### src/rtl/nib_port_pkg.sv
package nib_port_pkg;

  typedef enum logic [1:0] {
    KIND_DIR  = 2'd0,
    KIND_DAT  = 2'd1,
    KIND_PUP  = 2'd2,
    KIND_NONE = 2'd3
  } reg_kind_e;

  typedef struct packed {
    logic      hit;
    logic [7:0] port;
    reg_kind_e kind;
  } dec_t;

  typedef struct packed {
    logic oe;
    logic out;
  } pin_t;

  // Map an address onto (port, register kind); offsets 3.. of each window are holes.
  function automatic dec_t decode(input int addr, input int base, input int stride,
                                  input int nport);
    dec_t d;
    int   off;
    d      = '0;
    d.kind = KIND_NONE;
    off    = addr - base;
    if (off >= 0 && off < stride * nport && (off % stride) < 3) begin
      d.hit  = 1'b1;
      d.port = 8'(off / stride);
      d.kind = reg_kind_e'(2'(off % stride));
    end
    return d;
  endfunction

  // Shape a pin: push-pull passes the value, open-drain only pulls low.
  function automatic pin_t shape(input logic drive, input logic val, input logic od);
    pin_t p;
    if (od) begin
      p.oe  = drive & ~val;
      p.out = 1'b0;
    end else begin
      p.oe  = drive;
      p.out = val;
    end
    return p;
  endfunction

  // Merge register data and pad levels for a data read.
  function automatic logic [3:0] merge_read(input logic [3:0] dir, input logic [3:0] dat,
                                            input logic [3:0] pad);
    return (dir & dat) | (~dir & pad);
  endfunction

endpackage

### src/rtl/nib_port_regs.sv
module nib_port_regs
  import nib_port_pkg::*;
#(
  parameter int NIB = 4
) (
  input  logic           clk,
  input  logic           rst_n,
  input  logic           wr_en,
  input  reg_kind_e      kind,
  input  logic [NIB-1:0] wdata,
  output logic [NIB-1:0] dir_q,
  output logic [NIB-1:0] dat_q,
  output logic [NIB-1:0] pup_q
);

  always_ff @(posedge clk or negedge rst_n) begin
    if (!rst_n) begin
      dir_q <= '0;
      dat_q <= '1;
      pup_q <= '1;
    end else if (wr_en) begin
      case (kind)
        KIND_DIR: dir_q <= wdata;
        KIND_DAT: dat_q <= wdata;
        KIND_PUP: pup_q <= wdata;
        default:  ;
      endcase
    end
  end

endmodule

### src/rtl/nib_pin_drive.sv
module nib_pin_drive
  import nib_port_pkg::*;
#(
  parameter int             NIB     = 4,
  parameter logic [NIB-1:0] OD_BITS = '0,
  parameter bit             SER     = 1'b0
) (
  input  logic [NIB-1:0] dir,
  input  logic [NIB-1:0] dat,
  input  logic           ser_en,
  input  logic           ser_master,
  input  logic           ser_sout,
  input  logic           ser_sclk,
  input  logic           ser_rdy,
  output logic [NIB-1:0] oe,
  output logic [NIB-1:0] out
);

  logic take_over;
  assign take_over = SER && ser_en;

  always_comb begin
    for (int b = 0; b < NIB; b++) begin
      logic drive;
      logic val;
      pin_t pin;
      drive = dir[b];
      val   = dat[b];
      if (take_over) begin
        case (b)
          0:       begin drive = 1'b0;        val = 1'b0;     end
          1:       begin drive = 1'b1;        val = ser_sout; end
          2:       begin drive = ser_master;  val = ser_sclk; end
          3:       begin drive = ~ser_master; val = ser_rdy;  end
          default: ;
        endcase
      end
      pin    = shape(drive, val, OD_BITS[b]);
      oe[b]  = pin.oe;
      out[b] = pin.out;
    end
  end

endmodule

### src/rtl/nib_port_bank.sv
module nib_port_bank
  import nib_port_pkg::*;
#(
  parameter int           NPORT      = 5,
  parameter int           NIB        = 4,
  parameter int           AW         = 8,
  parameter int           BASE       = 'hB0,
  parameter int           STRIDE     = 4,
  parameter logic [4:0]   OD_GROUP   = 5'b00010,
  parameter int           SPLIT_PORT = 3,
  parameter logic [3:0]   OD_SPLIT   = 4'b0101,
  parameter int           SER_PORT   = 4,
  localparam int          NPIN       = NPORT * NIB
) (
  input  logic            clk,
  input  logic            rst_n,
  input  logic [AW-1:0]   bus_addr,
  input  logic [NIB-1:0]  bus_wdata,
  input  logic            bus_we,
  output logic [NIB-1:0]  bus_rdata,
  input  logic [NPIN-1:0] pad_in,
  output logic [NPIN-1:0] pad_oe,
  output logic [NPIN-1:0] pad_out,
  output logic [NPIN-1:0] pad_pu,
  input  logic            ser_en,
  input  logic            ser_master,
  input  logic            ser_sout,
  input  logic            ser_sclk_out,
  input  logic            ser_rdy_out,
  output logic            ser_sin,
  output logic            ser_sclk_in,
  output logic            ser_rdy_in
);

  localparam int SER_PIN = SER_PORT * NIB;

  dec_t           dec;
  logic           addr_hit;
  logic [NIB-1:0] dir_q [NPORT];
  logic [NIB-1:0] dat_q [NPORT];
  logic [NIB-1:0] pup_q [NPORT];
  logic [NPIN-1:0] od_pins;

  assign dec      = decode(int'(bus_addr), BASE, STRIDE, NPORT);
  assign addr_hit = dec.hit;

  for (genvar p = 0; p < NPORT; p++) begin : g_port
    localparam logic [NIB-1:0] ODB =
      (p == SPLIT_PORT) ? NIB'(OD_SPLIT) : {NIB{OD_GROUP[p]}};
    logic sel_wr;
    assign sel_wr = bus_we && dec.hit && (int'(dec.port) == p);

    nib_port_regs #(.NIB(NIB)) u_regs (
      .clk   (clk),
      .rst_n (rst_n),
      .wr_en (sel_wr),
      .kind  (dec.kind),
      .wdata (bus_wdata),
      .dir_q (dir_q[p]),
      .dat_q (dat_q[p]),
      .pup_q (pup_q[p])
    );

    nib_pin_drive #(.NIB(NIB), .OD_BITS(ODB), .SER(p == SER_PORT)) u_drive (
      .dir        (dir_q[p]),
      .dat        (dat_q[p]),
      .ser_en     (ser_en),
      .ser_master (ser_master),
      .ser_sout   (ser_sout),
      .ser_sclk   (ser_sclk_out),
      .ser_rdy    (ser_rdy_out),
      .oe         (pad_oe[p*NIB +: NIB]),
      .out        (pad_out[p*NIB +: NIB])
    );

    assign pad_pu[p*NIB +: NIB]  = pup_q[p];
    assign od_pins[p*NIB +: NIB] = ODB;
  end

  always_comb begin
    bus_rdata = '0;
    for (int p = 0; p < NPORT; p++) begin
      if (dec.hit && int'(dec.port) == p) begin
        case (dec.kind)
          KIND_DIR: bus_rdata = dir_q[p];
          KIND_DAT: bus_rdata = merge_read(dir_q[p], dat_q[p], pad_in[p*NIB +: NIB]);
          KIND_PUP: bus_rdata = pup_q[p];
          default:  bus_rdata = '0;
        endcase
      end
    end
  end

  assign ser_sin     = ser_en ? pad_in[SER_PIN]     : 1'b1;
  assign ser_sclk_in = ser_en ? pad_in[SER_PIN + 2] : 1'b1;
  assign ser_rdy_in  = ser_en ? pad_in[SER_PIN + 3] : 1'b1;

endmodule

### config.mk
export PLATFORM = sky130hd
export DESIGN_NAME = nib_port_bank
export DESIGN_NICKNAME = d
export VERILOG_FILES = /design/src/rtl/nib_port_pkg.sv /design/src/rtl/nib_port_regs.sv /design/src/rtl/nib_pin_drive.sv /design/src/rtl/nib_port_bank.sv
export SDC_FILE = /design/constraint.sdc
export NUM_CORES = 1
export LEC_CHECK = 0
export ABC_CLOCK_PERIOD_IN_PS = 7200
export BUFFER_PORTS_ARGS = -buffer_cell sky130_fd_sc_hd__clkbuf_2
export CAP_MARGIN = 0
export CORE_MARGIN = 5
export CORE_UTILIZATION = 55
export CTS_BUF_LIST = sky130_fd_sc_hd__clkbuf_4
export DETAILED_ROUTE_END_ITERATION = 16
export MAX_ROUTING_LAYER = met4
export PLACE_DENSITY = 0.95
export SETUP_SLACK_MARGIN = 0.4
export SYNTH_ARGS = -nofsm -noshare
export SYNTH_HDL_FRONTEND = slang
export SYNTH_HIERARCHICAL = 1
export SYNTH_SLANG_ARGS = --single-unit
### constraint.sdc
create_clock -name clk -period 7.2 [get_ports clk]
set_input_delay 0 -clock clk [delete_from_list [all_inputs] [get_ports clk]]
set_output_delay 0 -clock clk [all_outputs]
set_load 0.005 [all_outputs]
# After elaboration in Yosys (flattened, before gate mapping)
# Index checks and enable logic that the tools add are counted.
[word_totals]
register_bits = 60
inputBits = 40
out_inout_bits = 67
elab_cells = 113
[classes]
add_sub_neg = 2
n_lt_le_gt_ge = 3
n_eq_ne = 6
muxes = 22
n_bitwise = 34
n_reduce_logical = 31
[op_table]
columns = ["op", "count"]
rows = [
  ["4-bit one-hot mux with 3 select lines", 5],
  ["4-bit bitwise AND", 10],
  ["2-bit AND reduction", 15],
  ["4-bit two-way mux", 5],
  ["4-bit inverter", 5],
  ["4-bit bitwise OR", 5],
  ["8-bit by 3-bit equality test with 1-bit output (second input constant)", 2],
  ["1-bit logical AND", 13],
  ["1-bit two-way mux", 11],
  ["11-bit two-way mux", 1],
  ["9-bit by 1-bit greater-or-equal comparator with 1-bit output (second input constant)", 1],
  ["9-bit by 6-bit < comparator with 1-bit output (second input constant)", 1],
  ["8-bit by 8-bit subtractor with 9-bit output (second input constant)", 1],
  ["8-bit by 1-bit adder with 8-bit output", 1],
  ["8-bit by 2-bit equality test with 1-bit output (second input constant)", 1],
  ["8-bit by 4-bit equality test with 1-bit output (second input constant)", 1],
  ["8-bit logical NOT", 1],
  ["1-bit bitwise AND", 7],
  ["1-bit inverter", 7],
  ["3-bit < comparator (second input constant)", 1],
  ["2-bit by 1-bit equality test with 1-bit output (second input constant)", 1],
  ["2-bit equality test (second input constant)", 1],
  ["2-bit logical NOT", 1],
  ["2-bit OR reduction", 1],
]

# Longest topological paths before layout
[logic_depth]
ltp_word = 13
depth_mapped = 15
mapped_depth_nobuf = 14

# Modules after synthesis
# Netlist, hierarchy kept.
[by_module_without_submodules]
columns = ["mod", "instances", "cells_each", "area_each_um2", "seq_area_each_um2"]
rows = [
  ["nib_port_regs", 5, 27, 479.2, 310.3],
  ["nib_port_bank", 1, 185, 1287.5, 0.0],
  ["nib_pin_drive (g_port[0].u_drive ...)", 2, 8, 60.1, 0.0],
  ["nib_pin_drive (g_port[4].u_drive)", 1, 10, 103.8, 0.0],
  ["nib_pin_drive (g_port[1].u_drive)", 1, 9, 88.8, 0.0],
  ["nib_pin_drive (g_port[3].u_drive)", 1, 9, 76.3, 0.0],
]

# Worst setup path before layout
# No wires, ideal clock.
[synth_timing]
path_type = "input to register"
startpoint = "in bus_addr[1]"
endpoint = "reg g_port[2].u_regs.dir_q[0]"
setup_time_ns = 0.125
t_arrival_ns = 2.923
required_ns = 7.075
path_slack_ns = 4.152
cell_stages = 15
path_buffers = 3
path_cell_list = "buf_2 > buf_2 > buf_2 > nor2_1 > nor2_1 > ha_1 > ha_1 > nand2_1 > nor3b_1 > a211o_1 > a31o_2 > and4b_4 > nor3b_2 > nor3b_4 > mux2_2"
[synth_between]
elab_chain_len = 9
elab_cells_between_ends = 15
cone_classes = "2 x add/sub; 3 x order compare; 1 x eq/ne; 1 x mux; 1 x bitwise; 7 x reduce/logical"
[synth_lines]
columns = ["item", "line_no", "source"]
rows = [
  ["start: declaration", "nib_port_bank.sv:17", "input logic [AW-1:0] bus_addr,"],
  ["8-bit by 8-bit subtractor with 9-bit output *", "nib_port_pkg.sv:28", "off = addr - base;"],
  ["parallel branches: the longest is 4 deep, another holds 8-bit by 1-bit adder with 8-bit output", "n/a", ""],
  ["11-bit two-way mux *", "nib_port_pkg.sv:29", "if (off >= 0 && off < stride * nport && (off % stride) < 3) begin"],
  ["8-bit by 3-bit equality test with 1-bit output or 1-bit logical AND (tied branches)", "nib_port_bank.sv:51", "assign sel_wr = bus_we && dec.hit && (int'(dec.port) == p);"],
  ["1-bit logical AND *", "nib_port_bank.sv:51", ""],
  ["net g_port[2].sel_wr", "nib_port_bank.sv:50", "logic sel_wr;"],
  ["2-bit AND reduction (no source line) *", "n/a", ""],
  ["end signal: assignment", "nib_port_regs.sv:23", "KIND_DIR: dir_q <= wdata;"],
  ["end: declaration", "nib_port_regs.sv:11", "output logic [NIB-1:0] dir_q,"],
]
# Mark *: on every way through the listed nets, which the timed path passes.
# A chain may end at the register's enable or synchronous reset.

# Worst setup path in the final report
[layout_timing]
startpoint = "in bus_addr[4]"
endpoint = "reg g_port[0].u_regs.dir_q[1]"
[layout_between]
elab_chain_len = 8
elab_cells_between_ends = 14
cone_classes = "2 x add/sub; 3 x order compare; 1 x mux; 1 x bitwise; 7 x reduce/logical"
[layout_lines]
columns = ["item", "line_no"]
rows = [
  ["8-bit by 8-bit subtractor with 9-bit output *", "nib_port_pkg.sv:28"],
  ["9-bit by 1-bit greater-or-equal comparator with 1-bit output, or another cell as far along", "nib_port_pkg.sv:29"],
  ["1-bit logical AND or 3-bit < comparator (tied branches)", "nib_port_pkg.sv:29"],
  ["1-bit logical AND", "nib_port_pkg.sv:29"],
  ["11-bit two-way mux *", "nib_port_pkg.sv:29"],
  ["8-bit logical NOT or 1-bit logical AND (tied branches)", "nib_port_bank.sv:51"],
  ["1-bit logical AND *", "nib_port_bank.sv:51"],
  ["net g_port[0].sel_wr", "nib_port_bank.sv:50"],
  ["2-bit AND reduction (no source line) *", "n/a"],
  ["end signal: assignment", "nib_port_regs.sv:23"],
  ["end: declaration", "nib_port_regs.sv:11"],
]
# The timed path passes the listed nets; every way through them passes the cells marked *.

==> run metrics <==
DR WL/cell=between 15 and 20 µm; final setup fails=0; FFs w/ async S/R, synth=1.000; clk sinks=60; clock-pin slew on the worst setup and hold paths=110 ps; cell area after layout=4604 µm²; Fin Setup TNS=0 ps; type of element launching the critical path=input pin; die width=just under 100 µm; worst min path class=input pin to flip-flop; max-cap violations=0; Area Overhead vs Synth=13.06%; CTS hold repair buffers=1; PostCTS Resize Cnt=0; worst vdd ir=roughly 96 µV; RSZ-0062 raised after global routing=false; total number of yosys warnings=6; Congestion Overflow GR=0; initial antenna violation count=1; HPWL Detailed=between 7000 and 8000 µm; clock period minus worst slack=3217 ps; crit path DAT=3500 ps; Synth Register Bits=60; final setup skew=0 ps; routed via count=3,289; Final Cycle Share=0.4468; Die ar.=9226 µm²; layout cell share with drive strength beyond 1=0.5536; critical path type=input pin to flip-flop; Power Density=around 140 nW/µm²; Leak=roughly 0.0023 µW; mean area per synthesized cell=~11 µm²; outcome=finished, final reports clean; H-tree Lvls=3; EDFF count, synth=0; Core Region=a little over 7000 µm²; final-layout fill cell count=579; post-CTS setup buffer count=0; Tot Pwr=between 600 and 700 µW; most common cell after layout, fill and taps aside=clkbuf_2; CTS tree=yes; vias in the first global route=between 3,000 and 4,000; RD Place Congestion=around 0.90; Root Buffer=clkbuf_4; Yosys cell types=53; port bufs=100; CP Capture Type=flip-flop; first-pass GRT wire length=approximately 17,000 µm; Slew @ Worst Pin=~980 ps; worst-skew pair later-pin latency=390 ps; total global-route track usage=0.2417; DRT iter0 DRCs=257; Slew Limit Fails=0; DRC=0; slew margin rel.=0.3456; commonest cells after routing, fill and taps aside=clkbuf_2, mux2_2, dfstp_2; post-layout util=0.6382; Primary FF master, synth=dfstp_2; initial core utilization=0.5645; Hold Worst Slack=around 120 ps; largest net degree at the start of global routing=between 60 and 70; Total Wirelength=10,570 µm; Mapped Cells=around 360; Critical Path Fanout Max=10; Worst EP required=roughly 7500 ps; fmax=0.3108 GHz; I/O pin count=107; row cnt=31; Vias/cell=between 6 and 7; Fin. Hold Viols=0; Post-Syn Area=4073 µm²; Final ANT Viol Nets=0; Die H=~96 µm; Final nets=488; Placed Area=~4500 µm²; first-pass detailed-route iteration total=4; clock buffer depth=2; CTS Buf Count=9; post-synthesis sequential area ratio=0.3810
[registers in the layout, summed over array words and instances (netlist names)]
name / flops
g_port.u_regs/dat_q: 20
g_port.u_regs/dir_q: 20
g_port.u_regs/pup_q: 20
[layout make-up]
class / count / area [µm²] / area share
Clock buffer: 10 / 75.07 / 0.01630
Multi-Input combinational cell: 267 / 2267 / 0.4924
Clock inverter: 6 / 55.05 / 0.01196
Tap cell: 99 / 123.9 / 0.02690
Sequential cell: 60 / 1551 / 0.3370
Timing Repair Buffer: 102 / 518.0 / 0.1125
Inverter: 3 / 11.26 / 0.002446
Antenna cell: 1 / 2.502 / 0.0005435
[worst paths after layout]
path | slack, ps | cells after the start | endpoint | start
setup reg to reg | 6330 | 1 | g_port[0].u_regs/dir_q[1]$_DFFE_PN0P_ | g_port[0].u_regs/dir_q[1]$_DFFE_PN0P_
hold / removal | 120 | 2 | g_port[2].u_regs/dat_q[2]$_DFFE_PN1P_ | bus_wdata[2]
setup / recovery | 3980 | 15 | g_port[0].u_regs/dir_q[1]$_DFFE_PN0P_ | bus_addr[4]
hold reg to reg | 600 | 1 | g_port[0].u_regs/dir_q[0]$_DFFE_PN0P_ | g_port[0].u_regs/dir_q[0]$_DFFE_PN0P_
max in group asynchronous | 6370 | 3 | g_port[1].u_regs/dir_q[2]$_DFFE_PN0P_ | rst_n
min in group asynchronous | 300 | 3 | g_port[2].u_regs/dir_q[2]$_DFFE_PN0P_ | rst_n
[worst max-delay path, stage by stage]
cell and delay [ps]:
clkbuf_2 160, ha_1 310, o21ai_0 320, inv_1 110
nor2_1 120, ha_1 260, ha_1 330, nand2_1 150
nor3b_1 210, a211o_1 120, a31o_2 170, and4b_4 260
nor2b_1 230, nor3b_4 340, mux2_2 390
[per-layer routing]
| layer | global-route usage | wire length, µm | vias to the layer above |
|---|---|---|---|
| li1 | - | - | 1481 |
| met1 | 0.3159 | 4442 | 1620 |
| met2 | 0.3663 | 5093 | 165 |
| met3 | 0.04691 | 812 | 23 |
| met4 | 0.1031 | 221 | 0 |
| met5 | - | 0 | - |
[report_power, final]
group | internal (µW) | leakage (µW) | total [µW] | switching (µW)
registers | 338 | 0.000692 | 338 | 0.0427
clock network | 106 | 0.0000712 | 232 | 126
logic | 32.5 | 0.00154 | 87.6 | 55.1
total | 477 | 0.00231 | 658 | 181
[synth_stat cells, types with 2 or more instances]
cell type | n | area, µm²
nor3b_4 | 5 | 93.84
and3_1 | 3 | 18.77
dfstp_2 | 40 | 1051
ha_1 | 5 | 62.56
o21ai_0 | 7 | 35.03
o22ai_1 | 9 | 56.30
mux2_2 | 65 | 732.0
buf_4 | 27 | 202.7
dfrtp_1 | 20 | 500.5
mux2i_1 | 15 | 150.1
a31oi_1 | 3 | 18.77
a211o_1 | 2 | 17.52
a221oi_1 | 3 | 26.28
o211a_1 | 3 | 30.03
buf_1 | 2 | 7.510
clkbuf_1 | 3 | 11.26
nor2b_4 | 6 | 82.58
nor2b_1 | 7 | 43.79
nand3b_1 | 11 | 82.58
a21oi_1 | 17 | 85.08
nand2_1 | 27 | 101.4
nand3_1 | 4 | 20.02
o211ai_1 | 3 | 22.52
o221ai_1 | 3 | 26.28
buf_2 | 5 | 25.02
and2_1 | 3 | 18.77
nand2b_1 | 5 | 31.28
inv_1 | 3 | 11.26
nor2_1 | 17 | 63.81
conb_1 | 2 | 7.510
mux2_4 | 4 | 60.06
and3b_1 | 8 | 70.07
and2b_2 | 2 | 17.52
a32oi_1 | 3 | 26.28
mux4_2 | 2 | 45.04
a221o_1 | 3 | 30.03
[cells by family (layout without fill, tap and decap cells)]
| logic type | count (synthesis) | in the layout | synth area share |
|---|---|---|---|
| compound gates | 63 | 63 | 0.1103 |
| fa+ha+maj | 5 | 5 | 0.01536 |
| buf+inv | 41 | 121 | 0.06605 |
| flops | 60 | 60 | 0.3810 |
| mux | 86 | 86 | 0.2424 |
| other cells | 2 | 7 | 0.001844 |
| simple gates | 107 | 107 | 0.1831 |
[through the flow]
step	instances	setup slack [ps]
global route	548	3774
CTS	547	4074
detailed placement	530	3630
global placement	530	3911
finish	548	3983
floorplan	368	4152
(Power assumes the default switching activity.)
